## src/rtl/patgen_pkg.sv

```systemverilog
package patgen_pkg;

  localparam logic [2:0] MODE_WALK1 = 3'd5;
  localparam logic [2:0] MODE_WALK0 = 3'd6;
  localparam logic [2:0] MODE_PRBS  = 3'd7;

  localparam logic [1:0] AMODE_FIXED = 2'd0;
  localparam logic [1:0] AMODE_SEQ   = 2'd1;
  localparam logic [1:0] AMODE_PRND  = 2'd2;

  localparam int unsigned LFSR_W = 32;
  localparam logic [LFSR_W-1:0] SEED_SUBST = 32'h0000_0001;

  typedef enum logic [1:0] {
    KIND_NONE  = 2'd0,
    KIND_WALK1 = 2'd1,
    KIND_WALK0 = 2'd2,
    KIND_PRBS  = 2'd3
  } beatKind_t;

  typedef struct packed {
    logic      fire;
    logic      restart;
    logic      illegal;
    beatKind_t kind;
  } ctrlStrobe_t;

  function automatic logic [LFSR_W-1:0] lfsrStep(input logic [LFSR_W-1:0] s);
    return {s[LFSR_W-2:0], s[31] ^ s[21] ^ s[1] ^ s[0]};
  endfunction

endpackage

```

## src/rtl/patgen_ctrl.sv

```systemverilog
module patgen_ctrl
  import patgen_pkg::*;
(
  input  logic        clk,
  input  logic        rst,
  input  logic [2:0]  modeCode,
  input  logic        addrValid,
  input  logic [1:0]  addrMode,
  output ctrlStrobe_t strobe
);

  logic       prevValid;
  logic [2:0] prevMode;
  logic [1:0] prevAddrMode;
  beatKind_t  kindDec;
  logic       amodeOk;

  always_ff @(posedge clk) begin
    if (rst) begin
      prevValid    <= 1'b0;
      prevMode     <= 3'd0;
      prevAddrMode <= 2'd0;
    end else begin
      prevValid <= addrValid;
      if (addrValid) begin
        prevMode     <= modeCode;
        prevAddrMode <= addrMode;
      end
    end
  end

  always_comb begin
    case (modeCode)
      MODE_WALK1: kindDec = KIND_WALK1;
      MODE_WALK0: kindDec = KIND_WALK0;
      MODE_PRBS:  kindDec = KIND_PRBS;
      default:    kindDec = KIND_NONE;
    endcase
  end

  assign amodeOk = (addrMode == AMODE_SEQ) || (addrMode == AMODE_PRND);

  always_comb begin
    strobe.kind    = kindDec;
    strobe.illegal = addrValid && (kindDec == KIND_PRBS) && !amodeOk;
    strobe.fire    = addrValid && (kindDec != KIND_NONE) && !strobe.illegal;
    strobe.restart = strobe.fire &&
                     (!prevValid || (modeCode != prevMode) || (addrMode != prevAddrMode));
  end

  // a beat following an idle cycle always opens a new run
  p_restart_after_gap_r6: assert property (@(posedge clk) disable iff (rst)
    !addrValid |=> (!strobe.fire || strobe.restart));

  // illegal and fire are never raised together
  p_illegal_excl_r9: assert property (@(posedge clk) disable iff (rst)
    !(strobe.illegal && strobe.fire));

endmodule

```

## src/rtl/patgen_dpath.sv

```systemverilog
module patgen_dpath
  import patgen_pkg::*;
#(
  parameter int unsigned DATA_W = 32,
  parameter int unsigned ADDR_W = 32
) (
  input  logic              clk,
  input  logic              rst,
  input  ctrlStrobe_t       strobe,
  input  logic [ADDR_W-1:0] addr,
  output logic [DATA_W-1:0] dataOut,
  output logic              dataValid,
  output logic              errFlag
);

  localparam int unsigned BYTE_SHIFT = $clog2(DATA_W / 8);
  localparam int unsigned POS_W      = $clog2(DATA_W);

  logic [POS_W-1:0]  posReg, startPos, curPos;
  logic [LFSR_W-1:0] lfsrReg, seedRaw, seedVal, curLfsr;
  logic [DATA_W-1:0] walkVec, prbsVec, nextData;
  beatKind_t         outKind;
  logic              outCont;

  assign startPos = addr[BYTE_SHIFT +: POS_W];
  assign curPos   = strobe.restart ? startPos : posReg;

  generate
    if (ADDR_W >= LFSR_W) begin : g_seed_trunc
      assign seedRaw = addr[LFSR_W-1:0];
    end else begin : g_seed_pad
      assign seedRaw = {{(LFSR_W-ADDR_W){1'b0}}, addr};
    end
  endgenerate

  assign seedVal = (seedRaw == '0) ? SEED_SUBST : seedRaw;
  assign curLfsr = strobe.restart ? seedVal : lfsrReg;

  generate
    for (genvar i = 0; i < DATA_W; i++) begin : g_bits
      assign walkVec[i] = (curPos == POS_W'(i));
      assign prbsVec[i] = curLfsr[i % LFSR_W];
    end
  endgenerate

  always_comb begin
    case (strobe.kind)
      KIND_WALK1: nextData = walkVec;
      KIND_WALK0: nextData = ~walkVec;
      KIND_PRBS:  nextData = prbsVec;
      default:    nextData = '0;
    endcase
  end

  always_ff @(posedge clk) begin
    if (rst) begin
      posReg  <= '0;
      lfsrReg <= SEED_SUBST;
    end else if (strobe.fire) begin
      if (strobe.kind == KIND_PRBS) lfsrReg <= lfsrStep(curLfsr);
      else                          posReg  <= curPos + 1'b1;
    end
  end

  always_ff @(posedge clk) begin
    if (rst) begin
      dataOut   <= '0;
      dataValid <= 1'b0;
      errFlag   <= 1'b0;
      outKind   <= KIND_NONE;
      outCont   <= 1'b0;
    end else begin
      dataOut   <= strobe.fire ? nextData : '0;
      dataValid <= strobe.fire;
      errFlag   <= strobe.illegal;
      outKind   <= strobe.fire ? strobe.kind : KIND_NONE;
      outCont   <= strobe.fire && !strobe.restart;
    end
  end

  function automatic logic [DATA_W-1:0] rotl1(input logic [DATA_W-1:0] v);
    return {v[DATA_W-2:0], v[DATA_W-1]};
  endfunction

  p_latency_r1: assert property (@(posedge clk) disable iff (rst)
    strobe.fire |=> dataValid);

  p_idle_zero_r1: assert property (@(posedge clk) disable iff (rst)
    !strobe.fire |=> (!dataValid && dataOut == '0));

  p_walk1_single_r2: assert property (@(posedge clk) disable iff (rst)
    (dataValid && outKind == KIND_WALK1) |-> $countones(dataOut) == 1);

  p_walk0_single_r3: assert property (@(posedge clk) disable iff (rst)
    (dataValid && outKind == KIND_WALK0) |-> $countones(~dataOut) == 1);

  p_walk_step_r5: assert property (@(posedge clk) disable iff (rst)
    (dataValid && outCont && outKind != KIND_PRBS) |-> dataOut == rotl1($past(dataOut)));

  p_lfsr_live_r8: assert property (@(posedge clk) disable iff (rst)
    lfsrReg != '0);

  p_err_quiet_r9: assert property (@(posedge clk) disable iff (rst)
    errFlag |-> (!dataValid && dataOut == '0));

endmodule

```

## src/rtl/mem_pattern_gen.sv

```systemverilog
module mem_pattern_gen
  import patgen_pkg::*;
#(
  parameter int unsigned DATA_W = 32,
  parameter int unsigned ADDR_W = 32
) (
  input  logic              clk,
  input  logic              rst,
  input  logic [2:0]        modeCode,
  input  logic [ADDR_W-1:0] addr,
  input  logic              addrValid,
  input  logic [1:0]        addrMode,
  output logic [DATA_W-1:0] dataOut,
  output logic              dataValid,
  output logic              errFlag
);

  ctrlStrobe_t strobe;

  patgen_ctrl u_ctrl (
    .clk       (clk),
    .rst       (rst),
    .modeCode  (modeCode),
    .addrValid (addrValid),
    .addrMode  (addrMode),
    .strobe    (strobe)
  );

  patgen_dpath #(
    .DATA_W (DATA_W),
    .ADDR_W (ADDR_W)
  ) u_dpath (
    .clk       (clk),
    .rst       (rst),
    .strobe    (strobe),
    .addr      (addr),
    .dataOut   (dataOut),
    .dataValid (dataValid),
    .errFlag   (errFlag)
  );

  // beats with an unsupported mode code never produce an error
  p_unsupported_quiet_r10: assert property (@(posedge clk) disable iff (rst)
    (addrValid && modeCode != MODE_WALK1 && modeCode != MODE_WALK0 &&
     modeCode != MODE_PRBS) |=> !errFlag);

endmodule

```

## config.mk

```make
export PLATFORM = sky130hd
export DESIGN_NAME = mem_pattern_gen
export DESIGN_NICKNAME = d
export VERILOG_FILES = /design/src/rtl/patgen_pkg.sv /design/src/rtl/patgen_ctrl.sv /design/src/rtl/patgen_dpath.sv /design/src/rtl/mem_pattern_gen.sv
export SDC_FILE = /design/constraint.sdc
export NUM_CORES = 1
export LEC_CHECK = 0
export ABC_AREA = 0
export BUFFER_PORTS_ARGS = -buffer_cell sky130_fd_sc_hd__buf_4
export CAP_MARGIN = 20
export CORE_MARGIN = 10
export CORE_UTILIZATION = 50
export DETAILED_ROUTE_END_ITERATION = 8
export GPL_TIMING_DRIVEN = 0
export PLACE_DENSITY_LB_ADDON = 0.1
export SLEW_MARGIN = 0
export SYNTH_ARGS = -nofsm -noshare
export SYNTH_HDL_FRONTEND = slang
export SYNTH_HIERARCHICAL = 1
export SYNTH_SLANG_ARGS = --single-unit
```

## constraint.sdc

```tcl
create_clock -name clk -period 2.7 [get_ports clk]
set_input_delay 0.405 -clock clk [delete_from_list [all_inputs] [get_ports clk]]
set_output_delay 0.405 -clock clk [all_outputs]
set_load 0.005 [all_outputs]
```

==> flow_metrics.env <==
export IMPL_drtAntennaViolNets=0
export IMPL_clkLatencyLatePin_ps=350
export IMPL_syn_area_um2=3830
export IMPL_p_per_area_nw_per_um2=496
export IMPL_p_leak_nw=1.83
export IMPL_num_vias=3401
export IMPL_synth_seq_cells=77
export IMPL_final_cell_mix="buf_4 (77), dfxtp_1 (77), mux2i_1 (54)"
export IMPL_die_w_um=108
export IMPL_cp_required_ps=2970
export IMPL_max_slew_margin_pct=56.3
export IMPL_first_pass_iters=5
export IMPL_multiInputGateArea_um2=2190
export IMPL_synth_cell_types=41
export IMPL_regArea_um2=1540
export IMPL_ir_drop_mv=0.260
export IMPL_holdWs_ps=291
export IMPL_grt_pass1_wl_um=17400
export IMPL_rows=31
export IMPL_fin_ws_ps=129
export IMPL_max_cap_viol_count=0
export IMPL_period_share_pct=95.2
export IMPL_wl_um=10900
export IMPL_die_area_um2=11600
export IMPL_tightestPinTransition_ps=655
export IMPL_routedWlPerCell_um=18.2
export IMPL_arrival_ps=2840
export IMPL_cts_root_buf="clkbuf_8"
export IMPL_status="complete, no violations"
export IMPL_area_growth_pct=25.2
export IMPL_synthCells=412
export IMPL_cpMaxStageDelayCell="a31oi_2"
export IMPL_place_hpwl_um=8170
export IMPL_synth_area_top_cells="dfxtp_1 (40%), mux2i_1 (15%), a211oi_1 (9.0%)"
export IMPL_drc=0
export IMPL_layout_drive_gt1_share_pct=28.2
export IMPL_initial_core_util_pct=52.0
export IMPL_hold_path_class="primary input to register"
export IMPL_synth_top_area_share_pct=40.2
export IMPL_yosysTopAreaCell="dfxtp_1"
export IMPL_antenna_cells=0
export IMPL_cts_buffers=9
export IMPL_critPathMaxFanout=9
export IMPL_cts_tree="done"
export IMPL_syn_nets=458
export IMPL_crit_path_end_kind="register"
export IMPL_drtIter0Drc=265
export IMPL_port_buffers=72
export IMPL_gp_congestion=0.929
export IMPL_cts_htree_levels=3
export IMPL_yosysWarningCount=6
export IMPL_critPathLaunchType="primary input"
export IMPL_final_hold_viol_count=0
export IMPL_post_place_ws_ps=-583
export IMPL_grt_pass1_vias=3434
export IMPL_rsz0062_at_grt="true"
export IMPL_cts_path_max_buffers=2
export IMPL_syn_area_per_cell_um2=9.31
export IMPL_seq_area_frac_synth_pct=40.2
export IMPL_nFillCells=645
export IMPL_antenna_found_initial=0
export IMPL_cts_hold_buf=0
export IMPL_grt_max_degree=14
export IMPL_clkTransAtPathRegs_ps=80
export IMPL_fp_dieH_um=108
export IMPL_clock_sinks=77
export IMPL_setup_violations=0
export IMPL_path_cells="buf_4, xor2_1, o2111ai_1, a31oi_2, buf_6, mux2i_4, inv_1, ha_4, and2_1, ha_1, mux2i_1, a211oi_2"
export IMPL_layout_min_cycle_time_ps=2570
export IMPL_fmax_ghz=0.389
export IMPL_viasPerCell=5.68
export IMPL_track_usage_pct=18.7
export IMPL_clock_skew_ps=10.8
export IMPL_critPathMaxStageDelay_ps=310
export IMPL_critPathKind="primary input to register"
export IMPL_grt_overflow=0
export IMPL_slew_violations=0
export IMPL_nNetsFinal=541
export IMPL_ios=74
export IMPL_core_area_um2=7370
## synthesized netlist by cell type (all sizes together)
cell and n:
nand2b 4, nand3b 1, o32ai 1, o31ai 1, buf 16, nand3 6, xnor2 5, o2111ai 1
nand2 39, dfxtp 77, clkbuf 21, o21ai 1, mux2 1, or2 2, and2 12, nor3 14
nor2b 5, a221oi 1, a31oi 4, nand4 2, mux2i 59, a21oi 17, nor2 37, inv 5
xor2 5, ha 6, nor4 9, and3 2, a2111oi 9, a211oi 49
## flip-flops by register name, summed over array words and instances, names as in the netlist
name and count:
u_ctrl/prevAddrMode 2, u_dpath/dataValid 1, u_dpath/dataOut 32, u_ctrl/prevMode 3, u_dpath/errFlag 1, u_dpath/posReg 5
u_dpath/lfsrReg 32, u_ctrl/prevValid 1
## metal layers
layer / share of wire, % / routed length (um) / track usage [%]
met4: 1.5 / 169 / 6.20
met5: 0 / 0 / 0
met3: 8.5 / 924 / 6.59
met2: 46 / 5000 / 30.1
met1: 44 / 4810 / 22.6
## worst max-delay path, delay by kind of cell
family | cells | cell delay (ps)
AOI/OAI and AO/OA | 3 | 780
and+or+nand+nor | 1 | 170
adders and majority gates | 2 | 430
xor gates and xnor gates | 1 | 210
muxes | 2 | 400
buffers and inverters | 3 | 450
## kinds of logic (layout without fill, tap and decap cells)
| group | after synthesis | count (layout) | synth area share (%) |
|---|---|---|---|
| mux | 60 | 60 | 16.1 |
| simple gates | 133 | 133 | 16.8 |
| xor+xnor | 10 | 10 | 2.28 |
| buf+inv | 42 | 130 | 5.32 |
| fa+ha+maj | 6 | 6 | 1.96 |
| compound gates | 84 | 84 | 17.3 |
| flops | 77 | 77 | 40.2 |
## power breakdown
part           switching (mW)  internal [mW]
logic                   0.208          0.153
clock network           0.430          0.426
registers             0.00980           1.16
total                   0.648           1.73
## cell type report
class	instances	area share [%]
buffer	36	3.86
clock buffer	10	2.66
clock inverter	6	1.33
inverter	5	0.391
multi-input combinational	293	45.6
sequential	77	32.1
tap	99	2.58
timing repair buffer	73	11.4
## per-stage QoR
| stage | util, % | std cells | setup TNS (ps) | power (mW) | area, um^2 |
|---|---|---|---|---|---|
| 5_1_grt | 65.1 | 599 | -37.9 | 2.48 | 4800 |
| 3_3_place_gp | 61.2 | 583 | -5020 | 1.53 | 4510 |
| 2_1_floorplan | - | 412 | 0 | 1.40 | 3850 |
| 3_5_place_dp | 61.2 | 583 | -6000 | 1.53 | 4510 |
| 6_report | 65.1 | 599 | 0 | 2.38 | 4800 |
| 4_1_cts | 64.1 | 598 | 0 | 2.38 | 4720 |
## what timing repair did
| action | 4_1_cts | 5_1_grt |
|---|---|---|
| gates resized for setup | 4 | 14 |
| buffers inserted | 0 | 1 |
| pin swaps | 0 | 2 |
| endpoints found under the setup margin | 7 | 13 |
## worst paths after layout
| check | from | slack (ps) | end | cells after the start |
|---|---|---|---|---|
| setup reg to reg | u_ctrl/prevMode[0] | 140 | u_dpath/dataOut[31] | 11 |
| hold / removal | rst | 290 | u_ctrl/prevValid | 2 |
| setup / recovery | addrMode[0] | 130 | u_dpath/dataOut[31] | 12 |
| hold reg to reg | u_dpath/lfsrReg[1] | 460 | u_dpath/lfsrReg[1] | 2 |
No activity file was read; power rests on OpenSTA's default activity.
